`src/rtl/lcd_bp_pkg.sv`:
```
package lcd_bp_pkg;

    // What the phase counter does in the next cycle
    typedef enum logic [1:0] {
        ADV_HOLD      = 2'd0,
        ADV_NEXT      = 2'd1,
        ADV_LOAD_LAST = 2'd2,
        ADV_RESTART   = 2'd3
    } adv_e;

endpackage

```
`src/rtl/lcd_bp_phase_step.sv`:
```
module lcd_bp_phase_step
    import lcd_bp_pkg::*;
#(
    parameter int PH_W = 2
) (
    input  logic [PH_W-1:0] phase_q,
    input  logic [PH_W-1:0] last_phase,
    input  adv_e            action,
    output logic [PH_W-1:0] phase_d
);

    always_comb begin
        unique case (action)
            ADV_HOLD:      phase_d = phase_q;
            ADV_NEXT:      phase_d = (phase_q == last_phase) ? '0 : PH_W'(phase_q + 1'b1);
            ADV_LOAD_LAST: phase_d = last_phase;
            ADV_RESTART:   phase_d = '0;
            default:       phase_d = '0;
        endcase
    end

endmodule

```
`src/rtl/lcd_bp_decode.sv`:
```
module lcd_bp_decode #(
    parameter int NUM_BP = 4,
    parameter int PH_W   = 2
) (
    input  logic [PH_W-1:0]   phase,
    output logic [NUM_BP-1:0] bp_n
);

    for (genvar i = 0; i < NUM_BP; i++) begin : g_bp
        assign bp_n[i] = (phase != PH_W'(i));
    end

endmodule

```
`src/rtl/lcd_bp_sequencer.sv`:
```
module lcd_bp_sequencer
    import lcd_bp_pkg::*;
#(
    parameter int  NUM_BP = 4,
    localparam int PH_W   = (NUM_BP > 1) ? $clog2(NUM_BP) : 1
) (
    input  logic              clk,
    input  logic              rst_n,
    input  logic              frame_tick,
    input  logic [PH_W-1:0]   mux_mode,
    input  logic              sync_in,
    output logic              sync_drive,
    output logic [NUM_BP-1:0] bp_n
);

    localparam logic [PH_W-1:0] LAST_MAX = PH_W'(NUM_BP - 1);

    typedef struct packed {
        logic [PH_W-1:0]   phase;
        logic [PH_W-1:0]   mode;
        logic              drive;
        logic [NUM_BP-1:0] bp_n;
    } seq_state_t;

    seq_state_t state_d, state_q;

    logic [PH_W-1:0]   mode_used;
    logic [PH_W-1:0]   mode_req;
    logic [PH_W-1:0]   phase_nx;
    logic [NUM_BP-1:0] bp_nx;
    logic              mode_change;
    adv_e              action;

    assign mode_used = state_q.mode;
    assign mode_req  = (mux_mode > LAST_MAX) ? LAST_MAX : mux_mode;

    // Restart wins, then realignment from the shared line, then the tick
    always_comb begin
        mode_change = (mode_req != mode_used);
        if (mode_change)
            action = ADV_RESTART;
        else if (!state_q.drive && !sync_in)
            action = ADV_LOAD_LAST;
        else if (frame_tick)
            action = ADV_NEXT;
        else
            action = ADV_HOLD;
    end

    lcd_bp_phase_step #(
        .PH_W(PH_W)
    ) u_step (
        .phase_q    (state_q.phase),
        .last_phase (mode_used),
        .action     (action),
        .phase_d    (phase_nx)
    );

    lcd_bp_decode #(
        .NUM_BP(NUM_BP),
        .PH_W  (PH_W)
    ) u_decode (
        .phase (phase_nx),
        .bp_n  (bp_nx)
    );

    always_comb begin
        state_d       = state_q;
        state_d.mode  = mode_req;
        state_d.phase = phase_nx;
        state_d.drive = (phase_nx == mode_req);
        state_d.bp_n  = bp_nx;
    end

    // Reset state: phase 0 of the widest setting, line released
    always_ff @(posedge clk or negedge rst_n) begin
        if (!rst_n) begin
            state_q.phase <= '0;
            state_q.mode  <= LAST_MAX;
            state_q.drive <= 1'b0;
            state_q.bp_n  <= ~NUM_BP'(1);
        end else begin
            state_q <= state_d;
        end
    end

    assign sync_drive = state_q.drive;
    assign bp_n       = state_q.bp_n;

endmodule

```
`config.mk`:
```
export PLATFORM = sky130hd
export DESIGN_NAME = lcd_bp_sequencer
export DESIGN_NICKNAME = d
export VERILOG_FILES = /design/src/rtl/lcd_bp_pkg.sv /design/src/rtl/lcd_bp_phase_step.sv /design/src/rtl/lcd_bp_decode.sv /design/src/rtl/lcd_bp_sequencer.sv
export SDC_FILE = /design/constraint.sdc
export NUM_CORES = 1
export LEC_CHECK = 0
export BUFFER_PORTS_ARGS = -buffer_cell sky130_fd_sc_hd__buf_2
export CELL_PAD_IN_SITES_DETAIL_PLACEMENT = 1
export CELL_PAD_IN_SITES_GLOBAL_PLACEMENT = 1
export CORE_MARGIN = 2
export CORE_UTILIZATION = 39
export CTS_BUF_LIST = sky130_fd_sc_hd__clkbuf_8 sky130_fd_sc_hd__clkbuf_16
export CTS_CLUSTER_SIZE = 24
export DETAILED_ROUTE_END_ITERATION = 7
export GPL_TIMING_DRIVEN = 0
export PLACE_DENSITY_LB_ADDON = 0.1
export SLEW_MARGIN = 20
export SYNTH_ARGS = -nofsm -noshare
export SYNTH_HDL_FRONTEND = slang
export SYNTH_SLANG_ARGS = --single-unit
```
`constraint.sdc`:
```
create_clock -name clk -period 2.1 [get_ports clk]
set_clock_uncertainty 0.1 [all_clocks]
set_input_delay 0.105 -clock clk [delete_from_list [all_inputs] [get_ports clk]]
set_output_delay 0.105 -clock clk [all_outputs]
set_load 0.01 [all_outputs]
```
# Word-level counts from Yosys, hierarchy flattened

Cells that the tools add are included.
W data, S select, Z words.

Register bits: 9
Bits of input ports: 6
Output and inout bits: 5
Word-level logic and storage cells: 26

$add $sub $neg: 1
Order comparisons: 1
Equality and inequality tests: 9
Mux-type cells: 6
Reduce and logical (&&, ||, !) cells: 5

Operators by type and width:

| operator              | number |
|---|---|
| $mux W2               | 4 |
| $pmux W2 S4           | 1 |
| $eq A2 B2 Y1          | 2 |
| $eq A2 B2 Y1 const B  | 2 |
| $ne A2 B2 Y1 const B  | 2 |
| $add A2 B1 Y2 const B | 1 |
| $eq A2 B1 Y1 const B  | 1 |
| $gt A2 B2 Y1 const B  | 1 |
| $logic_not A1 Y1      | 2 |
| $logic_not A2 Y1      | 1 |
| $ne A2 B1 Y1 const B  | 1 |
| $ne A2 B2 Y1          | 1 |
| $reduce_bool A2 Y1    | 1 |
| $logic_and A1 B1 Y1   | 1 |
| $mux W1               | 1 |

# Logic depth before layout (Yosys ltp)

Gate-level depths: netlist of the first run.

Depth in word-level cells: 7
Depth in mapped cells: 6
Gate-level depth less buffers: 5

# By module

A second synthesis of the first run with hierarchy kept.

Cell total of the unflattened synthesis: 39
Area total of the unflattened synthesis: 432.9 um^2

Modules (own cells, without submodules):

| module            | times used | cells an instance | area each (um^2) | sequential area each (um^2) |
|---|---|---|---|---|
| lcd_bp_sequencer  | 1          | 21                | 317.8            | 231.5 |
| lcd_bp_phase_step | 1          | 14                | 92.6             | 0.0 |
| lcd_bp_decode     | 1          | 4                 | 22.5             | 0.0 |

# Worst setup path after synthesis of the first run

Ideal clock, no wire load.

Kind: reg-to-reg
From: register state_q (netlist bit mode_used[1])
To: register bp_n[2] (netlist name)
Setup time: 0.063 ns
Arrival: 1.525 ns
Data required time: 1.937 ns
Setup slack: 0.412 ns
Stages on the path, launching flop included: 7
Buffers on the path: 1
Period minus slack after synthesis: 1.688 ns
Path through: dfstp_2 -> buf_6 -> xor2_1 -> a21oi_1 -> or4_4 -> a21oi_2 -> nand2b_1

Word-level cells in the longest chain between the ends: 5
Elaborated cells between the ends (all ways): 10
Classes of those cells: 6 x eq/ne; 3 x mux; 1 x reduce/logical

RTL lines:

| item                                 | line                    | text |
|---|---|---|
| start, declared                      | lcd_bp_sequencer.sv:25  | `seq_state_t state_d, state_q;` |
| start signal, assigned               | lcd_bp_sequencer.sv:83  | `state_q <= state_d;` |
| $ne A2 B2 Y1                         | lcd_bp_sequencer.sv:39  | `mode_change = (mode_req != mode_used);` |
| $mux W2                              | lcd_bp_sequencer.sv:40  | `if (mode_change)` |
| $eq A2 B2 Y1 (tied with other cells) | lcd_bp_phase_step.sv:13 | `unique case (action)` |
| $pmux W2 S4 *                        | lcd_bp_phase_step.sv:13 |  |
| net phase_nx[0]                      | lcd_bp_sequencer.sv:29  | `logic [PH_W-1:0] phase_nx;` |
| $ne A2 B2 Y1 *                       | lcd_bp_decode.sv:10     | `assign bp_n[i] = (phase != PH_W'(i));` |
| net bp_nx[2]                         | lcd_bp_sequencer.sv:30  | `logic [NUM_BP-1:0] bp_nx;` |

Mark *: on every way through the listed nets, which the timed path passes. The rest lies on a longest branch.

# Worst setup path in the final report of the first run

From: register state_q (netlist bit mode_used[1])
To: register bp_n[0] (netlist name)

Word-level cells in the longest chain between the ends: 5
Elaborated cells between the ends (all ways): 10
Classes of those cells: 5 x eq/ne; 3 x mux; 2 x reduce/logical

RTL lines:

| item                                 | line |
|---|---|
| $ne A2 B2 Y1                         | lcd_bp_sequencer.sv:39 |
| $mux W2                              | lcd_bp_sequencer.sv:40 |
| $eq A2 B2 Y1 (tied with other cells) | lcd_bp_phase_step.sv:13 |
| $pmux W2 S4 *                        | lcd_bp_phase_step.sv:13 |
| net phase_nx[0]                      | lcd_bp_sequencer.sv:29 |
| $reduce_bool A2 Y1 *                 | lcd_bp_decode.sv:10 |
| net bp_nx[0]                         | lcd_bp_sequencer.sv:30 |

Marks and branches as above.

==> impl_metrics.ini, run 1 <==
[logic_synthesis]
synthesis.nets = 58
synth_edf_count = 0
ys.flop_type = dfstp_2
ys_seq_area_frac = 0.423
yosys.area.top_type = dfstp_2
synthSimpleGateAreaFrac = 0.206
synth_top_family_by_area = compound AO/OA/AOI/OAI gates
synth_seq_cells = 9
ys_types = 29
syn_inst = 52
synth_compound_area_frac = 0.215
synth_warnings = 0
synth.area.top_cells = dfstp_2 (24%), dfrtp_1 (18%), buf_4 (5.5%)
synth_top_area_frac = 0.240
synth_fa_ha_area_frac = 0
synthArstFlopShare = 1.00
syn_avg_cell_area_sq_um = 10.5
muxShareOfSynthArea = 0.0183
netlist_area_sq_um = 547
synth-xor-area-share = 0.0481

[final_layout]
final_common_cell = buf_2
drive_gt1_frac = 0.420
syn2layout_area_growth_pct = 26.3
final_nets = 76
final_core_util = 0.531
nFillCells = 158
fin_cells = 84
fin_area_sq_um = 691
layout_common_cells = buf_2 (10), dfstp_2 (5)
antenna_cells = 0

[drt]
via_per_inst = 5.07
route.met2.wl_microns = 538
vias = 426
wl_per_cell_microns = 13.3
drt_iter0_drc = 0
drc = 0
postRouteAntennaNets = 0
dr_wl_met3_microns = 62
top_layer = met3
firstDrtPassIters = 1
wl_met1_microns = 515
drt-total-wl_mm = 1.12

[worst_setup_path]
max_stage_delay_ns = 0.52
path_cells = buf_6 -> xor2_1 -> a21oi_1 -> or4_4 -> a21oi_2 -> or2_1
cp_num_buf_inv = 1
crit_required_ns = 2.16
setup.worst_path.end_class = flip-flop
crit_fanout = 7
critPathKind = flip-flop to flip-flop
cp.arrival_ns = 1.92
crit_family = simple AND/OR/NAND/NOR gates
worst_path_max_delay_cell = dfstp_2
start_kind = flip-flop

[cts]
cts_buffer_depth = 2
clock_sinks = 9
path_clk_slew_ns = 0.04
cts_tree = yes
cts_root_buf = clkbuf_8
clk_latency_ns = 0.23
cts_resized = 0
numCtsBuffers = 3
htreeDepth = 1

[placement]
place.gp.congestion = 0.838
dp_hpwl_microns = 851
placed_cells = 77
placed_area_sq_um = 616
numPortBuffers = 10

[floorplan]
rows = 13
pin_count = 11
initial_core_util = 0.420
core_sq_um = 1300
dieHeight_microns = 41.4
die_w_microns = 41.4
die_area_sq_um = 1720

[sta]
worstMarginPinSlew_ns = 0.584
rsz0062_at_grt = no
setup_viol = 0
whs_ns = 0.163
maxSlewHeadroom = 0.609
min_period_over_period = 0.887
post-route-min-period_ns = 1.86
finalHoldViolations = 0
setup_tns_ns = 0
fmax_ghz = 0.537
slew_violations = 0

[global_routing]
antenna_found_initial = 0
grt_overflow = 0
grt_pass1_wl_mm = 1.95
grt_usage = 0.155
grt_pass1_vias = 436
grt_start_max_net_pins = 10

[run]
cap_violations = 0

[power_and_ir_drop]
peakVddDrop_mv = 0.525
p_leak_nw = 0.303
power.density_nw_per_um2 = 700

[min_path]
hp-class = input pin to async pin

[outcome]
status = finished clean
==> worst reg2reg max path, delay by kind of cell (launching register included) <==
kind,cells,cell delay (ns)
AO/OA/AOI/OAI,2,0.33
XOR/XNOR,1,0.16
buffers and inverters,1,0.12
flip-flops,1,0.52
AND/OR/NAND/NOR,2,0.55
==> cell type report <==
cell class	count	area, sq um	share of cell area
tap	15	18.8	0.0272
clock buffer	3	41.3	0.0598
timing repair buffer	13	80.1	0.116
sequential	9	231	0.335
multi-input combinational	36	267	0.386
clock inverter	1	3.75	0.00543
buffer	6	45.0	0.0652
inverter	1	3.75	0.00543
==> power by group <==
| part | internal (mW) | switching, mW |
|---|---|---|
| logic | 0.0463 | 0.0509 |
| registers | 0.190 | 0.00894 |
| clock network | 0.127 | 0.0611 |
| total | 0.363 | 0.121 |
==> layer usage <==
layer | vias to the layer above | global-route usage
met5 | - | 0
met4 | 0 | 0.0387
met3 | 0 | 0.0652
met2 | 9 | 0.256
met1 | 197 | 0.186
li1 | 220 | -
==> per-stage QoR <==
step                worst slack, ns  power (mW)
floorplan                     0.412       0.264
global placement              0.298       0.291
detailed placement            0.274       0.294
CTS                           0.227       0.491
global route                 0.0712       0.516
finish                        0.238       0.484
==> sequential cells by signal, summed over array words and instances, names as in the netlist <==
| name | count |
|---|---|
| bp_n | 4 |
| mode_used | 2 |
| state_q | 2 |
| sync_drive | 1 |
==> logic make-up (layout without fill, tap and decap cells) <==
family                 count (synthesis)  in the layout
AO/OA/AOI/OAI                         14             14
XOR/XNOR                               3              3
buffers and inverters                  7             24
flip-flops                             9              9
multiplexers                           1              1
AND/OR/NAND/NOR                       18             18
==> timing repair <==
action / 4_1_cts / 5_1_grt
hold endpoints to repair: 11 / 0
endpoints found under the setup margin: 0 / 0
buffers inserted: 0 / 0
hold buffers: 3 / 0
==> final timing paths <==
| path | startpoint | end | cells past startpoint | slack (ns) |
|---|---|---|---|---|
| max | mode_used[1]$_DFF_PN1_ | bp_n[0]$_DFF_PN0_ | 6 | 0.24 |
| min | rst_n | sync_drive$_DFF_PN0_ | 2 | 0.16 |
| max reg2reg | mode_used[1]$_DFF_PN1_ | bp_n[0]$_DFF_PN0_ | 6 | 0.24 |
| min reg2reg | mode_used[0]$_DFF_PN1_ | state_q[7]$_DFF_PN0_ | 2 | 0.55 |
| max in group asynchronous | rst_n | mode_used[0]$_DFF_PN1_ | 2 | 1.50 |
| min in group clk | sync_in | sync_drive$_DFF_PN0_ | 3 | 0.26 |
==> cells in the mapped netlist, types with 2 or more instances <==
master	n
o211ai_1	2
nor2b_1	2
xor2_1	3
a21oi_1	4
buf_4	4
dfstp_2	5
nand2b_1	2
dfrtp_1	4
nor2_1	4
nand2_1	3
Note: power is estimated with default switching activity, not from simulation.
==> run 2: changes to the inputs <==
--- a/config.mk
+++ b/config.mk
@@ -6,15 +6,13 @@
 export NUM_CORES = 1
 export LEC_CHECK = 0
 export BUFFER_PORTS_ARGS = -buffer_cell sky130_fd_sc_hd__buf_2
-export CELL_PAD_IN_SITES_DETAIL_PLACEMENT = 1
-export CELL_PAD_IN_SITES_GLOBAL_PLACEMENT = 1
-export CORE_MARGIN = 2
-export CORE_UTILIZATION = 39
+export CORE_AREA = 2 2 39 41
 export CTS_BUF_LIST = sky130_fd_sc_hd__clkbuf_8 sky130_fd_sc_hd__clkbuf_16
 export CTS_CLUSTER_SIZE = 24
 export DETAILED_ROUTE_END_ITERATION = 7
+export DIE_AREA = 0 0 41 43
 export GPL_TIMING_DRIVEN = 0
-export PLACE_DENSITY_LB_ADDON = 0.1
+export RECOVER_POWER = 25
 export SLEW_MARGIN = 20
 export SYNTH_ARGS = -nofsm -noshare
 export SYNTH_HDL_FRONTEND = slang
==> run 2 against run 1 <==
Against the previous run:
- fmax up 3.5%
- die area up 2.6%
- critical path type unchanged
- power rose by 2.5%
- worst setup slack gained 0.063 ns
- cell area unchanged
- routed wire length decreased by 7.8%
- largest power group is now clock
- cell count rose by 1.2%
- combinational power fell by 3.2%
- sequential share of layout area unchanged
- worst hold slack better by 0.065 ns
==> impl_metrics.ini, run 2 (same netlist as run 1, synthesis figures left out) <==
[power_and_ir_drop]
p_int_uw = 364
p_clk_frac = 0.411
power_frac_seq = 0.399
netSwitchingPower_uw = 132
peakVddDrop_mv = 0.375
totalPowerFinal_uw = 496
p_sw_frac = 0.267
power.density_nw_per_um2 = 718
p_leak_nw = 0.301
pwr-share-comb = 0.190

[cts]
post_cts_buffers = 0
cts_tree = yes
numCtsBuffers = 3
htreeDepth = 1
clock_sinks = 9
clk_latency_ns = 0.24
cts_root_buf = clkbuf_8
cts_resized = 0
cts_buffer_depth = 2
path_clk_slew_ns = 0.05

[floorplan]
pin_count = 11
die_area_sq_um = 1760
die_w_microns = 41
initial_core_util = 0.395
core_sq_um = 1380
dieHeight_microns = 43
rows = 14

[worst_setup_path]
cp.arrival_ns = 1.88
worstSetupStartpoint = mode_used[1]$_DFF_PN1_
crit_fanout = 7
crit_required_ns = 2.18
critPathKind = flip-flop to flip-flop
endpoint = bp_n[2]$_DFF_PN1_
setup.worst_path.end_class = flip-flop
start_kind = flip-flop
reg2reg_slack_ns = 0.30
r2r-start = mode_used[1]$_DFF_PN1_
r2r_cells = 6
r2r-end = bp_n[2]$_DFF_PN1_

[drt]
drt_iter0_drc = 10
route.met2.wl_microns = 518
via_per_inst = 5.11
postRouteAntennaNets = 0
drt-total-wl_mm = 1.03
wl_met1_microns = 433
dr_wl_met3_microns = 43
wl_per_cell_microns = 12.1
firstDrtPassIters = 4
drc = 0
top_layer = met4
vias = 434

[placement]
place_ws_ns = 0.314
placed_area_sq_um = 617
placed_cells = 78
numPortBuffers = 10
dp_hpwl_microns = 744
place.gp.congestion = 0.802

[final_layout]
syn2layout_area_growth_pct = 26.3
final_core_util = 0.499
largest_register = bp_n
layout_common_cells = buf_2 (9), dfstp_2 (5)
fin_area_sq_um = 691
final_nets = 76
antenna_cells = 0
nFillCells = 139
final_common_cell = buf_2
drive_gt1_frac = 0.406
fin_cells = 85
largest_reg_flops = 4

[sta]
setup_viol = 0
whs_ns = 0.228
rsz0062_at_grt = no
setup_slack_ns = 0.301
finalHoldViolations = 0
post-route-min-period_ns = 1.80
fmax_ghz = 0.556
setup_tns_ns = 0
min_period_over_period = 0.856
worstMarginPinSlew_ns = 0.551
slew_violations = 0
maxSlewHeadroom = 0.631

[outcome]
status = finished clean

[global_routing]
grt_pass1_wl_mm = 1.84
grt_pass1_vias = 414
antenna_found_initial = 0
grt_overflow = 0
grt_usage = 0.167
grt_start_max_net_pins = 10

[run]
cap_violations = 0

[min_path]
hp-class = input pin to async pin
## run 2: worst max-delay path, stage by stage (launching register included)
cell,delay (ns)
dfstp_2,0.52
buf_6,0.12
xor2_1,0.14
a21oi_1,0.08
or4_4,0.41
a21oi_2,0.23
nand2b_1,0.14
## run 2: how the worst min path moves through the flow
stage | from | end | slack [ns] | cells after the start
6_report | rst_n | sync_drive$_DFF_PN0_ | 0.23 | 2
5_1_grt | sync_in | sync_drive$_DFF_PN0_ | 0.27 | 3
4_1_cts | rst_n | sync_drive$_DFF_PN0_ | 0.15 | 2
3_5_place_dp | rst_n | sync_drive$_DFF_PN0_ | -0.13 | 1
3_3_place_gp | rst_n | sync_drive$_DFF_PN0_ | -0.14 | 1
2_1_floorplan | rst_n | bp_n[0]$_DFF_PN0_ | -0.29 | 0
## run 2: layout make-up
| cell class | instances | area, sq um | area share |
|---|---|---|---|
| multi-input combinational | 36 | 267 | 0.386 |
| sequential | 9 | 231 | 0.335 |
| timing repair buffer | 13 | 78.8 | 0.114 |
| buffer | 6 | 45.0 | 0.0652 |
| clock buffer | 3 | 41.3 | 0.0598 |
| tap | 16 | 20.0 | 0.0290 |
| clock inverter | 1 | 3.75 | 0.00543 |
| inverter | 1 | 3.75 | 0.00543 |
## run 2: per-layer routing
metal | track usage | up-vias
li1 | - | 215
met2 | 0.244 | 10
met4 | 0.140 | 0
met3 | 0.0471 | 4
met5 | 0 | -
met1 | 0.187 | 205
## run 2: power groups by stage
| stage | sequential, mW | combinational (mW) | clock (mW) |
|---|---|---|---|
| floorplan | 0.199 | 0.0649 | 0 |
| global placement | 0.200 | 0.0900 | 0 |
| detailed placement | 0.200 | 0.0916 | 0 |
| CTS | 0.198 | 0.0960 | 0.211 |
| global route | 0.200 | 0.107 | 0.219 |
| finish | 0.198 | 0.0942 | 0.204 |
## run 2: what timing repair did
item / in CTS / in global routing
endpoints found under the hold margin: 11 / 0
endpoints found under the setup margin: 0 / 0
hold buffers: 3 / 0
